### src/rtl/busdec_pkg.sv
package busdec_pkg;

    localparam int ADDR_W = 24;
    localparam int DATA_W = 32;
    localparam int NREG   = 6;
    localparam int CODE_W = 4;

    typedef enum logic [1:0] {
        SZ_BYTE = 2'd0,
        SZ_HALF = 2'd1,
        SZ_WORD = 2'd2,
        SZ_RSVD = 2'd3
    } size_e;

    typedef enum logic [1:0] {
        EK_NONE   = 2'd0,
        EK_ALIGN  = 2'd1,
        EK_NODEV  = 2'd2,
        EK_RDONLY = 2'd3
    } errk_e;

    // Access status codes; only OPND and WRITE change how the block behaves.
    typedef enum logic [3:0] {
        AC_XLAT_MOVE = 4'd0,
        AC_CP_WRITE  = 4'd1,
        AC_VEC_ACK   = 4'd2,
        AC_CP_READ   = 4'd3,
        AC_HALT_ACK  = 4'd4,
        AC_CP_BCAST  = 4'd5,
        AC_CP_STATUS = 4'd6,
        AC_LOCK_RD   = 4'd7,
        AC_ADDR_RD   = 4'd8,
        AC_OPND      = 4'd9,
        AC_WRITE     = 4'd10,
        AC_INT_ACK   = 4'd11,
        AC_IF_BRANCH = 4'd12,
        AC_PREFETCH  = 4'd13,
        AC_IFETCH    = 4'd14,
        AC_IDLE      = 4'd15
    } acode_e;

    typedef enum logic {
        ST_IDLE = 1'b0,
        ST_ACC  = 1'b1
    } state_e;

    // Region table: base address and log2 of the span (spans are aligned powers of two).
    localparam logic [31:0] REG_BASE [NREG] = '{
        32'h000000, 32'h200000, 32'h400000, 32'h500000, 32'h600000, 32'h700000
    };
    localparam int REG_LOG2 [NREG] = '{17, 6, 2, 1, 13, 20};
    localparam int RO_REGION = 0;

    typedef struct packed {
        logic [ADDR_W-1:0] addr;
        logic [1:0]        size;
        logic              write;
        logic [CODE_W-1:0] code;
        logic              op;
        logic [DATA_W-1:0] wdata;
    } cur_t;

    function automatic logic [2:0] size_bytes(input logic [1:0] sz);
        case (size_e'(sz))
            SZ_BYTE: return 3'd1;
            SZ_HALF: return 3'd2;
            default: return 3'd4;
        endcase
    endfunction

endpackage

### src/rtl/busdec_region.sv
module busdec_region
    import busdec_pkg::*;
#(
    parameter int AW = ADDR_W,
    parameter int NR = NREG
) (
    input  logic [AW-1:0] addr,
    output logic [NR-1:0] sel,
    output logic          hit,
    output logic          ro
);
    for (genvar g = 0; g < NR; g++) begin : g_reg
        localparam int L = REG_LOG2[g];
        localparam logic [31:0] B = REG_BASE[g];
        assign sel[g] = (addr[AW-1:L] == B[AW-1:L]);
    end

    assign hit = |sel;
    assign ro  = sel[RO_REGION];
endmodule

### src/rtl/busdec_align.sv
module busdec_align
    import busdec_pkg::*;
(
    input  logic [1:0] addr_lo,
    input  logic [1:0] size,
    output logic       mis
);
    always_comb begin
        case (size_e'(size))
            SZ_BYTE: mis = 1'b0;
            SZ_HALF: mis = addr_lo[0];
            SZ_WORD: mis = |addr_lo;
            default: mis = 1'b1;
        endcase
    end
endmodule

### src/rtl/busdec_opseq.sv
module busdec_opseq
    import busdec_pkg::*;
#(
    parameter int DW = DATA_W,
    localparam int LANES = DW / 8,
    localparam int IW = $clog2(LANES),
    localparam int NW = IW + 1
) (
    input  logic          clk,
    input  logic          rst,
    input  logic          start,
    input  logic [NW-1:0] nbytes,
    input  logic          step,
    input  logic [7:0]    byte_in,
    output logic          last,
    output logic [DW-1:0] data_next
);
    logic [NW-1:0] cnt, total;
    logic [DW-1:0] acc;

    always_ff @(posedge clk) begin
        if (rst) begin
            cnt   <= '0;
            total <= '0;
            acc   <= '0;
        end else if (start) begin
            cnt   <= '0;
            total <= nbytes;
            acc   <= '0;
        end else if (step) begin
            acc <= data_next;
            cnt <= cnt + NW'(1);
        end
    end

    always_comb begin
        data_next = acc;
        data_next[cnt[IW-1:0]*8 +: 8] = byte_in;
    end

    assign last = (cnt + NW'(1) == total);

    // never step past the requested byte count
    assert_step_bounded_R7: assert property (@(posedge clk) disable iff (rst)
        step |-> (cnt < total));
endmodule

### src/rtl/bus_decoder_top.sv
module bus_decoder_top
    import busdec_pkg::*;
#(
    parameter int AW = ADDR_W,
    parameter int DW = DATA_W,
    parameter int NR = NREG,
    parameter int CW = CODE_W,
    localparam int NW = $clog2(DW / 8) + 1
) (
    input  logic          clk,
    input  logic          rst,
    input  logic          req_valid,
    output logic          req_ready,
    input  logic [AW-1:0] req_addr,
    input  logic [1:0]    req_size,
    input  logic          req_write,
    input  logic [CW-1:0] req_code,
    input  logic [DW-1:0] req_wdata,
    output logic          dev_stb,
    output logic [NR-1:0] dev_sel,
    output logic [AW-1:0] dev_addr,
    output logic [1:0]    dev_size,
    output logic          dev_write,
    output logic [CW-1:0] dev_code,
    output logic [DW-1:0] dev_wdata,
    input  logic [DW-1:0] dev_rdata,
    input  logic          dev_err,
    output logic          rsp_valid,
    output logic          rsp_err,
    output logic [1:0]    rsp_kind,
    output logic [AW-1:0] rsp_fault,
    output logic [DW-1:0] rsp_data
);
    state_e        state;
    logic [AW-1:0] cur_addr;
    logic [1:0]    cur_size;
    logic          cur_write, cur_op;
    logic [CW-1:0] cur_code;
    logic [DW-1:0] cur_wdata;
    logic [NR-1:0] cur_sel;

    logic [NR-1:0] sel_in;
    logic          hit, ro, mis, opf, accept;
    errk_e         chk_kind;
    logic          seq_start, seq_step, seq_last;
    logic [DW-1:0] seq_data;

    busdec_region #(.AW(AW), .NR(NR)) u_region (
        .addr(req_addr), .sel(sel_in), .hit(hit), .ro(ro)
    );

    busdec_align u_align (
        .addr_lo(req_addr[1:0]), .size(req_size), .mis(mis)
    );

    assign req_ready = (state == ST_IDLE);
    assign accept    = req_valid && req_ready;
    assign opf       = !req_write && (req_code == CW'(AC_OPND)) && (req_size != 2'(SZ_RSVD));

    // Alignment is judged first, then presence, then write permission.
    always_comb begin
        if (!opf && mis)          chk_kind = EK_ALIGN;
        else if (!hit)            chk_kind = EK_NODEV;
        else if (req_write && ro) chk_kind = EK_RDONLY;
        else                      chk_kind = EK_NONE;
    end

    assign seq_start = accept && opf && (chk_kind == EK_NONE);
    assign seq_step  = dev_stb && cur_op && !dev_err;

    busdec_opseq #(.DW(DW)) u_seq (
        .clk(clk), .rst(rst), .start(seq_start),
        .nbytes(NW'(size_bytes(req_size))), .step(seq_step),
        .byte_in(dev_rdata[7:0]), .last(seq_last), .data_next(seq_data)
    );

    assign dev_stb   = (state == ST_ACC);
    assign dev_sel   = dev_stb ? cur_sel : '0;
    assign dev_addr  = cur_addr;
    assign dev_size  = cur_op ? 2'(SZ_BYTE) : cur_size;
    assign dev_write = dev_stb && cur_write;
    assign dev_wdata = cur_wdata;
    assign dev_code  = cur_op ? CW'(AC_OPND) : (cur_write ? CW'(AC_WRITE) : cur_code);

    always_ff @(posedge clk) begin
        if (rst) begin
            state     <= ST_IDLE;
            cur_addr  <= '0;
            cur_size  <= '0;
            cur_write <= 1'b0;
            cur_op    <= 1'b0;
            cur_code  <= '0;
            cur_wdata <= '0;
            cur_sel   <= '0;
            rsp_valid <= 1'b0;
            rsp_err   <= 1'b0;
            rsp_kind  <= 2'(EK_NONE);
            rsp_fault <= '0;
            rsp_data  <= '0;
        end else begin
            rsp_valid <= 1'b0;
            case (state)
                ST_IDLE: begin
                    if (accept) begin
                        cur_addr  <= req_addr;
                        cur_size  <= req_size;
                        cur_write <= req_write;
                        cur_op    <= opf;
                        cur_code  <= req_code;
                        cur_wdata <= req_wdata;
                        cur_sel   <= sel_in;
                        if (chk_kind != EK_NONE) begin
                            rsp_valid <= 1'b1;
                            rsp_err   <= 1'b1;
                            rsp_kind  <= 2'(chk_kind);
                            rsp_fault <= req_addr;
                            rsp_data  <= '0;
                        end else begin
                            state <= ST_ACC;
                        end
                    end
                end
                ST_ACC: begin
                    if (dev_err) begin
                        rsp_valid <= 1'b1;
                        rsp_err   <= 1'b1;
                        rsp_kind  <= 2'(EK_NODEV);
                        rsp_fault <= cur_addr;
                        rsp_data  <= '0;
                        state     <= ST_IDLE;
                    end else if (cur_op && !seq_last) begin
                        cur_addr <= cur_addr + AW'(1);
                    end else begin
                        rsp_valid <= 1'b1;
                        rsp_err   <= 1'b0;
                        rsp_kind  <= 2'(EK_NONE);
                        rsp_fault <= '0;
                        rsp_data  <= cur_op ? seq_data : (cur_write ? '0 : dev_rdata);
                        state     <= ST_IDLE;
                    end
                end
                default: state <= ST_IDLE;
            endcase
        end
    end

    // exactly one region selected during a strobe, none otherwise
    assert_sel_onehot_R1: assert property (@(posedge clk) disable iff (rst)
        dev_stb |-> $onehot(dev_sel));
    assert_sel_idle_R1: assert property (@(posedge clk) disable iff (rst)
        !dev_stb |-> (dev_sel == '0));
    // the read-only region never sees a write strobe
    assert_rom_unwritten_R6: assert property (@(posedge clk) disable iff (rst)
        dev_write |-> !dev_sel[RO_REGION]);
    // an alignment error is never preceded by a device strobe
    assert_align_no_access_R3: assert property (@(posedge clk) disable iff (rst)
        (rsp_valid && rsp_kind == 2'(EK_ALIGN)) |-> !$past(dev_stb));
    // back-to-back fetch strobes walk upward one byte at a time
    assert_fetch_walk_R7: assert property (@(posedge clk) disable iff (rst)
        (dev_stb && $past(dev_stb) && dev_code == CW'(AC_OPND)) |-> (dev_addr == $past(dev_addr) + AW'(1)));
    // write strobes always carry the write code
    assert_write_code_R9: assert property (@(posedge clk) disable iff (rst)
        dev_write |-> (dev_code == CW'(AC_WRITE)));
    // no new request is taken while strobes run
    assert_busy_not_ready_R10: assert property (@(posedge clk) disable iff (rst)
        dev_stb |-> !req_ready);
    // the error flag and the error kind agree
    assert_err_kind_R12: assert property (@(posedge clk) disable iff (rst)
        rsp_valid |-> (rsp_err == (rsp_kind != 2'(EK_NONE))));
endmodule

### config.mk
export PLATFORM = sky130hd
export DESIGN_NAME = bus_decoder_top
export DESIGN_NICKNAME = d
export VERILOG_FILES = /design/src/rtl/busdec_pkg.sv /design/src/rtl/busdec_region.sv /design/src/rtl/busdec_align.sv /design/src/rtl/busdec_opseq.sv /design/src/rtl/bus_decoder_top.sv
export SDC_FILE = /design/constraint.sdc
export NUM_CORES = 1
export LEC_CHECK = 0
export BUFFER_PORTS_ARGS = -buffer_cell sky130_fd_sc_hd__buf_4
export CORE_MARGIN = 2
export CORE_UTILIZATION = 55
export CTS_BUF_LIST = sky130_fd_sc_hd__clkbuf_4
export DETAILED_ROUTE_END_ITERATION = 12
export PLACE_DENSITY = 0.83
export SYNTH_ARGS = -nofsm -noshare
export SYNTH_HDL_FRONTEND = slang
export SYNTH_SLANG_ARGS = --single-unit
### constraint.sdc
create_clock -name clk -period 3.2 [get_ports clk]
set_input_delay 0.64 -clock clk [delete_from_list [all_inputs] [get_ports clk]]
set_output_delay 0.64 -clock clk [all_outputs]
set_load 0.02 [all_outputs]
==> results.md <==
- Final hold vios: 0
- Initial antenna violation count: 1
- Worst path buffer plus inverter count: 2
- DR WL/cell: 18.24 um
- Peak Freq: 362.4 MHz
- Via count: 8383
- IO Pins: 230
- Clk_skew: 24.45 ps
- Skew-Pair Late Insertion Delay: 590 ps
- Vias in the first global route: 7577
- First-pass DRT Iterations: 5
- CTS tree: done
- Pre-CTS setup slack: 407.2 ps
- Status: complete, no violations
- Total setup buffers inserted after CTS: 0
- Fill cells: 1280
- Post-CTS sizing: 0
- Number of synthesized flops with an enable pin: 0
- CP top delay family: compound AO/OA/AOI/OAI gates
- Fraction of layout instances using a drive strength above 1: 27.75%
- Hold-fix buffers, CTS: 0
- Die W: 127.6 um
- Crit Path Category: reg2reg
- Worst hold path type: in2reg
- Maximum VDD drop: 0.0002934 V
- Cell variety after synth: 72
- Die Span Y: 127.6 um
- Remaining Overflow, GRT: 0
- GPL Wtd Cong: 0.9471
- Row Count: 45
- RSZ-0062 raised after global routing: false
- Max cap viols: 0
- Num CTS Buffers: 17
- Delay of the slowest cell on the worst path: 710 ps
- Setup ws final: 440.7 ps
- Setup crit end kind: flip-flop
- Relative slew slack: 47.80%
- Post-layout net count: 1304
- Slew @ Worst Pin: 778.2 ps
- CTS sink cnt: 169
- # DRC: 0
- CP max FO: 10
- DRT iter0 DRCs: 798
- Core Box Area: 15090 um2
- Kind of start point of the critical path: flip-flop
- Top_reg_cell synth: dfxtp_1
- CP max-delay cell: o31ai_2
- Leakage: 0.004173 uW
- Crit path time final: 2759 ps
- Register area share after synthesis: 40.27%
- Pwr Density: 419.0 nW/um2
- Syn Inst Count: 1023
- Slew Viols, Final: 0
- Hpwl dp: 18240 um
- Largest net degree at the start of global routing: 58
- GR Util All Layers: 30.84%
- Most frequent cells in the layout: 256 x buf_4, 180 x nand2_1, 168 x dfxtp_1, 121 x a21oi_1, 58 x nor2_1
- Storage element area: 3385 um2
- # port buffers: 229
- H-tree depth: 4
- Die ar.: 16280 um2
- Asr flop ratio synth: 0%
- First-pass GRT wire length: 40250 um
- Seq cells post-synth: 169
- Area Growth Syn to Fin: 24.99%
- Routed WL: 25540 um
- Final Setup Violations: 0
- Synth Cell Area: 8401 um2
- Final period util: 86.23%
- Antenna Nets Post-Route: 0
- CP required: 3710 ps
- Clk root buf: clkbuf_4
- Ys Warns: 0
- Post-Syn Nets: 1129
- CP Data Arrival Time: 3270 ps
- DR vias/cell: 5.988
- Multi-input gate area: 4557 um2
- Sum Neg Setup Slack: 0 ps
- Clock slew at reported path FFs: 170 ps
- Starting Density: 55.67%
- Worst path cell trace: inv_1 > ha_1 > xor2_1 > o31ai_2 > and2_1 > buf_4 > o21ai_1 > a21oi_1
- Longest Clk Path Bufs: 2
- Post-Syn Area per Cell: 8.212 um2
- Most common library cell in the layout ignoring fill and taps: buf_4
## cell families (layout without fill, tap and decap cells)
group	after synthesis	in the layout	synth area share, %
AND/OR/NAND/NOR	372	372	21.67
other	0	1	0
flip-flops	169	169	40.27
XOR/XNOR	4	4	0.5958
AO/OA/AOI/OAI	333	333	27.70
adder cells (fa/ha/maj)	7	7	1.043
buffers and inverters	114	302	5.853
multiplexers	24	24	2.860
## registers in the layout (all words and copies together), names as in the netlist, 2 cells and up
register / count
dev_wdata: 32
rsp_data: 32
u_seq.acc: 32
dev_addr: 24
rsp_fault: 24
cur_sel: 6
cur_code: 4
u_seq.cnt: 3
u_seq.total: 3
cur_size: 2
rsp_kind: 2
## routing by layer
layer  global-route usage (%)  wire length, um  part of all wire [%]
met5                        0                0                     0
met4                    9.825              565                   2.2
met3                    6.951             2496                   9.8
met2                    46.59            11190                    44
met1                    43.90            11290                    44
## final timing paths
path | from | endpoint | slack (ps) | depth (start not counted)
worst max-delay path | u_seq.cnt[1] | dev_addr[4] | 440 | 8
worst min-delay path | req_wdata[14] | dev_wdata[14] | 270 | 3
worst max register to register | u_seq.cnt[1] | dev_addr[4] | 440 | 8
worst min register to register | cur_size[0] | cur_size[0] | 460 | 2
## final cells by class
type	instances	area share, %
inverter	13	0.4647
clock buffer	17	1.215
clock inverter	15	1.930
antenna	1	0.02383
tap	188	2.240
sequential	169	32.23
timing repair buffer	257	18.49
multi-input combinational	740	43.40
## worst reg2reg max path: cells and delay by family (launching register included)
family,cells,cell delay (ps)
flops,1,420
simple gates,1,440
fa+ha+maj,1,390
xor+xnor,1,220
compound gates,3,920
buf+inv,2,320
## cells in the mapped netlist (11+ instances only)
| cell | number | area share [%] |
|---|---|---|
| a21oi_1 | 121 | 7.2 |
| mux2i_1 | 24 | 2.9 |
| nand2_1 | 181 | 8.1 |
| a22oi_1 | 42 | 3.8 |
| inv_1 | 11 | 0.49 |
| and2_1 | 14 | 1.0 |
| buf_2 | 17 | 1.0 |
| nor2_1 | 58 | 2.6 |
| a211oi_1 | 17 | 1.5 |
| clkbuf_1 | 72 | 3.2 |
| nor2b_1 | 42 | 3.1 |
| a211oi_2 | 29 | 4.3 |
| o21ai_0 | 40 | 2.4 |
| a2111oi_1 | 26 | 3.1 |
| dfxtp_1 | 169 | 40 |
## per-stage QoR
stage	power (uW)	cell area (um2)	hold slack, ps	std cells	util (%)
detailed placement	3065	10170	441.2	1367	67.38
finish	4399	10500	274.1	1400	69.59
global route	4564	10500	227.4	1400	69.59
floorplan	2727	8401	427.3	1023	-
global placement	3057	10170	435.9	1367	67.38
CTS	4416	10500	236.7	1399	69.57
## power breakdown
group	internal (uW)	total, uW	leakage (uW)	switching [uW]
clock	512	1370	0.000172	861
sequential	2190	2270	0.00138	73.8
combinational	322	761	0.00262	439
total	3030	4400	0.00417	1370
Note: power is estimated with default switching activity, not from simulation.
